### src/rtl/vcw_pkg.sv
package vcw_pkg;
  localparam int DATA_W = 8;
  localparam int ADDR_W = 2;

  localparam logic [ADDR_W-1:0] ADDR_CTRL     = 2'd0;
  localparam logic [ADDR_W-1:0] ADDR_START_LO = 2'd1;
  localparam logic [ADDR_W-1:0] ADDR_START_HI = 2'd2;

  // control register bit positions
  localparam int CTRL_ILACE = 0;
  localparam int CTRL_SRC   = 1;
  localparam int CTRL_POL   = 2;
  localparam int CTRL_USED  = 3;

  // start-high register bit positions for the field shift
  localparam int HI_SHIFT_OFF = 7;
  localparam int HI_SHIFT_ODD = 6;

  typedef struct packed {
    logic ilace;
    logic src_embedded;
    logic invert;
  } ctrl_t;

  typedef struct packed {
    logic shift_off;
    logic shift_odd;
  } shift_t;
endpackage

### src/rtl/vcw_regs.sv
module vcw_regs
  import vcw_pkg::*;
#(
  parameter int LINE_W = 11,
  parameter int LO_W   = 8
) (
  input  logic              clk,
  input  logic              rst_n,
  input  logic              wr_en,
  input  logic [ADDR_W-1:0] wr_addr,
  input  logic [DATA_W-1:0] wr_data,
  output ctrl_t             ctrl,
  output shift_t            shift,
  output logic [LINE_W-1:0] start
);
  localparam int HI_W = LINE_W - LO_W;

  logic [LO_W-1:0] lo_hold_q;
  logic [LINE_W-1:0] start_q;
  ctrl_t ctrl_q;
  shift_t shift_q;

  logic wr_ctrl, wr_lo, wr_hi;
  assign wr_ctrl = wr_en && (wr_addr == ADDR_CTRL);
  assign wr_lo   = wr_en && (wr_addr == ADDR_START_LO);
  assign wr_hi   = wr_en && (wr_addr == ADDR_START_HI);

  always_ff @(posedge clk) begin
    if (!rst_n) begin
      lo_hold_q <= '0;
      start_q   <= '0;
      ctrl_q    <= '0;
      shift_q   <= '0;
    end else begin
      if (wr_ctrl) begin
        ctrl_q.ilace        <= wr_data[CTRL_ILACE];
        ctrl_q.src_embedded <= wr_data[CTRL_SRC];
        ctrl_q.invert       <= wr_data[CTRL_POL];
      end
      if (wr_lo) lo_hold_q <= wr_data[LO_W-1:0];
      if (wr_hi) begin
        start_q           <= {wr_data[HI_W-1:0], lo_hold_q};
        shift_q.shift_off <= wr_data[HI_SHIFT_OFF];
        shift_q.shift_odd <= wr_data[HI_SHIFT_ODD];
      end
    end
  end

  assign ctrl  = ctrl_q;
  assign shift = shift_q;
  assign start = start_q;

  // A low-byte write must leave the working start untouched.
  assert_lo_no_commit_R2: assert property (@(posedge clk) disable iff (!rst_n)
    wr_lo |=> $stable(start_q));

  // A control write must not disturb the start value.
  assert_ctrl_keeps_start_R3: assert property (@(posedge clk) disable iff (!rst_n)
    wr_ctrl |=> $stable(start_q));

  // Reserved bits are written as zero.
  assert_rsvd_hi_zero_R3: assert property (@(posedge clk) disable iff (!rst_n)
    wr_hi |-> (wr_data[HI_SHIFT_ODD-1:HI_W] == '0));
  assert_rsvd_ctrl_zero_R3: assert property (@(posedge clk) disable iff (!rst_n)
    wr_ctrl |-> (wr_data[DATA_W-1:CTRL_USED] == '0));
endmodule

### src/rtl/vcw_field.sv
module vcw_field
  import vcw_pkg::*;
(
  input  logic   clk,
  input  logic   rst_n,
  input  logic   vs_rise,
  input  ctrl_t  ctrl,
  input  shift_t shift,
  input  logic   fld_embedded,
  input  logic   fld_detect,
  output logic   shift_one
);
  logic raw_fld, cond_fld, odd_q;

  assign raw_fld  = ctrl.src_embedded ? fld_embedded : fld_detect;
  assign cond_fld = raw_fld ^ ctrl.invert;

  always_ff @(posedge clk) begin
    if (!rst_n)       odd_q <= 1'b0;
    else if (vs_rise) odd_q <= cond_fld;
  end

  assign shift_one = ctrl.ilace && !shift.shift_off && (odd_q == shift.shift_odd);

  // Field is captured only at the vsync edge and held for the field.
  assert_field_hold_R9: assert property (@(posedge clk) disable iff (!rst_n)
    !vs_rise |=> $stable(odd_q));
endmodule

### src/rtl/vcw_linecnt.sv
module vcw_linecnt #(
  parameter int LINE_W = 11
) (
  input  logic              clk,
  input  logic              rst_n,
  input  logic              hsync,
  input  logic              vsync,
  input  logic [LINE_W-1:0] start,
  input  logic              shift_one,
  output logic              vs_rise,
  output logic              win
);
  localparam int CNT_W = LINE_W + 1;
  localparam logic [CNT_W-1:0] CNT_MAX = '1;

  logic hs_d, vs_d, hs_rise;
  logic [CNT_W-1:0] cnt_q, eff;
  logic armed_q, win_q;

  assign hs_rise = hsync && !hs_d;
  assign vs_rise = vsync && !vs_d;
  assign eff     = {1'b0, start} + {{(CNT_W-1){1'b0}}, shift_one};

  always_ff @(posedge clk) begin
    if (!rst_n) begin
      hs_d    <= 1'b0;
      vs_d    <= 1'b0;
      cnt_q   <= '0;
      armed_q <= 1'b0;
      win_q   <= 1'b0;
    end else begin
      hs_d <= hsync;
      vs_d <= vsync;
      if (vs_rise) begin
        cnt_q   <= '0;
        armed_q <= 1'b1;
        win_q   <= 1'b0;
      end else begin
        if (hs_rise && cnt_q != CNT_MAX) cnt_q <= cnt_q + 1'b1;
        if (armed_q && cnt_q == eff) win_q <= 1'b1;
      end
    end
  end

  assign win = win_q;

  assert_vs_clear_R4: assert property (@(posedge clk) disable iff (!rst_n)
    vs_rise |=> (cnt_q == '0 && !win_q));
  assert_vs_prio_R11: assert property (@(posedge clk) disable iff (!rst_n)
    (vs_rise && hs_rise) |=> (cnt_q == '0));
  assert_win_hold_R4: assert property (@(posedge clk) disable iff (!rst_n)
    (win_q && !vs_rise) |=> win_q);
  assert_win_match_R4: assert property (@(posedge clk) disable iff (!rst_n)
    $rose(win_q) |-> ($past(cnt_q) == $past(eff)));
  assert_no_win_unarmed_R1: assert property (@(posedge clk) disable iff (!rst_n)
    !armed_q |-> !win_q);
endmodule

### src/rtl/vcap_window.sv
module vcap_window
  import vcw_pkg::*;
#(
  parameter int LINE_W = 11,
  parameter int LO_W   = 8
) (
  input  logic              clk,
  input  logic              rst_n,
  input  logic              wr_en,
  input  logic [ADDR_W-1:0] wr_addr,
  input  logic [DATA_W-1:0] wr_data,
  input  logic              hsync,
  input  logic              vsync,
  input  logic              fld_embedded,
  input  logic              fld_detect,
  output logic              win
);
  ctrl_t             ctrl;
  shift_t            shift;
  logic [LINE_W-1:0] start;
  logic              vs_rise;
  logic              shift_one;

  vcw_regs #(.LINE_W(LINE_W), .LO_W(LO_W)) regs_i (
    .clk(clk), .rst_n(rst_n), .wr_en(wr_en), .wr_addr(wr_addr),
    .wr_data(wr_data), .ctrl(ctrl), .shift(shift), .start(start)
  );

  vcw_linecnt #(.LINE_W(LINE_W)) cnt_i (
    .clk(clk), .rst_n(rst_n), .hsync(hsync), .vsync(vsync),
    .start(start), .shift_one(shift_one), .vs_rise(vs_rise), .win(win)
  );

  vcw_field field_i (
    .clk(clk), .rst_n(rst_n), .vs_rise(vs_rise), .ctrl(ctrl), .shift(shift),
    .fld_embedded(fld_embedded), .fld_detect(fld_detect), .shift_one(shift_one)
  );

  // Progressive input never shifts the start.
  assert_progressive_R5: assert property (@(posedge clk) disable iff (!rst_n)
    !ctrl.ilace |-> !shift_one);
endmodule

### config.mk
export PLATFORM = sky130hd
export DESIGN_NAME = vcap_window
export DESIGN_NICKNAME = d
export VERILOG_FILES = /design/src/rtl/vcw_pkg.sv /design/src/rtl/vcw_regs.sv /design/src/rtl/vcw_field.sv /design/src/rtl/vcw_linecnt.sv /design/src/rtl/vcap_window.sv
export SDC_FILE = /design/constraint.sdc
export NUM_CORES = 1
export LEC_CHECK = 0
export BUFFER_PORTS_ARGS = -buffer_cell sky130_fd_sc_hd__buf_2
export CAP_MARGIN = 20
export CORE_MARGIN = 2
export CORE_UTILIZATION = 58
export DETAILED_ROUTE_END_ITERATION = 10
export PLACE_DENSITY = 0.78
export SLEW_MARGIN = 40
export SYNTH_ARGS = -nofsm -noshare
export SYNTH_HDL_FRONTEND = slang
export SYNTH_SLANG_ARGS = --single-unit
### constraint.sdc
create_clock -name clk -period 2.3 [get_ports clk]
set_input_delay 0.46 -clock clk [delete_from_list [all_inputs] [get_ports clk]]
set_output_delay 0.46 -clock clk [all_outputs]
set_load 0.1 [all_outputs]
==> flow_metrics.env <==
export IMPL_netlist_instances=232
export IMPL_clock_skew_ns=0.005663
export IMPL_powerDensity_nw_per_um2=589.3
export IMPL_cp_depth=9
export IMPL_slowest_delay_ns=0.38
export IMPL_ios=18
export IMPL_ant_nets=0
export IMPL_crit_path_cell_trace="xor2_1 -> nor3b_2 -> ha_2 -> ha_2 -> xor2_1 -> nand2_1 -> o21ba_1 -> a2111o_1 -> o21ai_1"
export IMPL_yosysSeqAreaShare_pct=40.10
export IMPL_grt_pass1_wl_mm=7.100
export IMPL_cp_max_fo=5
export IMPL_max_freq_ghz=0.4705
export IMPL_crit_slowest_cell="a2111o_1"
export IMPL_cts_sinks=41
export IMPL_worst_slew_pin_slew_ns=0.5979
export IMPL_htree_levels=2
export IMPL_setup_tns_ns=0
export IMPL_die_h_microns=63.41
export IMPL_fin_crit_ns=2.126
export IMPL_clock_path_buffers=2
export IMPL_grt_max_degree=21
export IMPL_initial_core_util_pct=60.86
export IMPL_drive_above_1_share_pct=12.80
export IMPL_max_cap_viol_count=0
export IMPL_fin_crit_sh_pct=92.42
export IMPL_cts_buffers=5
export IMPL_crit_path_start_kind="flip-flop"
export IMPL_required_ns=2.59
export IMPL_cts_tree="built"
export IMPL_ys_async_sr_fraction_pct=0
export IMPL_wirelength_mm=4.009
export IMPL_avgViaCountPerCell=5.679
export IMPL_postSynthAreaPerCell_sq_um=8.823
export IMPL_synth_flop_cell="dfxtp_1"
export IMPL_dp_hpwl_mm=2.953
export IMPL_drv_slew=0
export IMPL_die_area_sq_um=4020
export IMPL_place_congestion=0.8394
export IMPL_run_status="finished clean"
export IMPL_cts_clk_slew_worst_paths_ns=0.11
export IMPL_hold_depth=2
export IMPL_syn_cell_area_sq_um=2047
export IMPL_cp_end_kind="flip-flop"
export IMPL_grt_util_all_layers_pct=22.28
export IMPL_drc=0
export IMPL_worstPathArrival_ns=2.41
export IMPL_fp_row_count=21
export IMPL_setup_viol=0
export IMPL_irDropWorstVdd_mv=0.4604
export IMPL_max_slew_margin_rel_pct=60.06
export IMPL_portBuffers=17
export IMPL_antenna_cells=0
export IMPL_clkLatencyLatePin_ns=0.35
export IMPL_area_delta_synth_final_pct=10.82
export IMPL_finalHoldViolations=0
export IMPL_clockRootBuffer="clkbuf_4"
export IMPL_antenna_found_initial=0
export IMPL_ys_seq_elements=41
export IMPL_final_cell_mix="41 x dfxtp_1, 36 x nand2_1, 17 x buf_2"
export IMPL_coreArea_sq_um=3363
export IMPL_drt_iter0_drc=91
export IMPL_worstHoldPathType="input port to flip-flop"
export IMPL_fin_nets=269
export IMPL_cp_num_buf_inv=0
export IMPL_critical_path_top_delay_family="compound AO/OA/AOI/OAI gates"
export IMPL_reg2reg_depth=9
export IMPL_synth_nets=252
export IMPL_wl_per_cell_microns=13.54
export IMPL_grt_setup_unrepaired="false"
export IMPL_grt_pass1_vias=1573
export IMPL_synth_edf_count=0
export IMPL_p_leak_uw=0.0008732
export IMPL_ys_warnings_count=0
export IMPL_die_x_microns=63.41
export IMPL_cts_hold_buf=0
export IMPL_grt_overflow=0
export IMPL_path_class="flip-flop to flip-flop"
export IMPL_ys_types=39
export IMPL_firstDrtPassIters=4
export IMPL_layout_commonest_cell="dfxtp_1"
export IMPL_vias=1681
export IMPL_hold_ws_ns=0.3223
-- what timing repair did --
item / 4_1_cts / 5_1_grt
endpoints found under the hold margin: 0 / 0
resized for setup: 0 / 5
setup endpoints to repair: 0 / 1
setup buffers: 0 / 0
-- final timing paths --
path / start / end / slack, ns
worst max-delay path: field_i.odd_q$_SDFFE_PN0P_ / cnt_i.win$_SDFFE_PP0P_ / 0.17
worst min-delay path: vsync / cnt_i.vs_d$_SDFF_PN0_ / 0.32
worst max register to register: field_i.odd_q$_SDFFE_PN0P_ / cnt_i.win$_SDFFE_PP0P_ / 0.17
worst min register to register: cnt_i.win$_SDFFE_PP0P_ / cnt_i.win$_SDFFE_PP0P_ / 0.48
-- per-layer routing --
metal	GRT usage, %	share of wire, %	vias to the layer above
li1	-	-	850
met1	30.86	51	782
met2	33.16	43	40
met3	5.714	4.1	9
met4	8.696	1.9	0
met5	0	0	-
-- Yosys cell counts, types with 2 or more instances --
cell / number / area [sq um]
a21boi_0: 14 / 105.1
a21oi_1: 3 / 15.01
and2_1: 3 / 18.77
and3_1: 6 / 37.54
clkbuf_1: 8 / 30.03
dfxtp_1: 41 / 820.8
ha_1: 3 / 37.54
inv_1: 2 / 7.510
mux2i_1: 13 / 130.1
nand2_1: 36 / 135.1
nand2b_1: 5 / 31.28
nand3_1: 7 / 35.03
nand3b_1: 2 / 15.01
nand4_1: 6 / 37.54
nor2_1: 11 / 41.29
nor2b_1: 12 / 75.07
nor3b_1: 3 / 22.52
nor4_1: 3 / 18.77
o211ai_1: 8 / 60.06
o21ai_0: 2 / 10.01
o31ai_1: 3 / 22.52
or4_1: 2 / 15.01
xnor2_1: 11 / 96.34
xor2_1: 13 / 113.9
-- cell type report --
class | instances | area [sq um]
multi-input cells | 181 | 1205
flip-flops and latches | 41 | 820.8
clock inverters | 1 | 30.03
well taps | 46 | 57.56
repair buffers | 18 | 92.59
inverters | 2 | 7.507
clock buffers | 7 | 55.05
fillers | 305 | 1095
-- state kept, by name (all words and copies together) (netlist names) --
name / flops
cnt_i.cnt_q: 12
regs_i.start: 11
regs_i.lo_hold_q: 8
regs_i.ctrl: 3
regs_i.shift: 2
cnt_i.armed_q: 1
cnt_i.hs_d: 1
cnt_i.vs_d: 1
cnt_i.win: 1
field_i.odd_q: 1
-- metrics by stage --
stage          utilization [%]  setup WS [ns]  std cells  area, sq um  total power [uW]
4_1_cts                  66.96        0.08251        296         2252              1344
3_5_place_dp             64.43         0.1589        288         2167             862.8
3_3_place_gp             64.43         0.2209        288         2167             861.3
2_1_floorplan                -         0.3023        232         2047             827.8
5_1_grt                  67.45        0.05025        296         2268              1386
6_report                 67.45         0.1744        296         2268              1337
-- power by group --
group,total [uW],switching (uW),internal [uW]
Combinational,109,61.8,47.1
Sequential,740,12.8,728
Clock,488,228,260
-- cells by family (layout without fill, tap and decap cells) --
family	count (synthesis)	after routing	share of synthesized area (%)
AOI/OAI and AO/OA	40	40	14.36
xor gates and xnor gates	24	24	10.27
adders and majority gates	3	3	1.834
buffers and inverters	10	28	1.834
DFF	41	41	40.10
muxes	13	13	6.357
and+or+nand+nor	101	101	25.24
(Power assumes the default switching activity.)
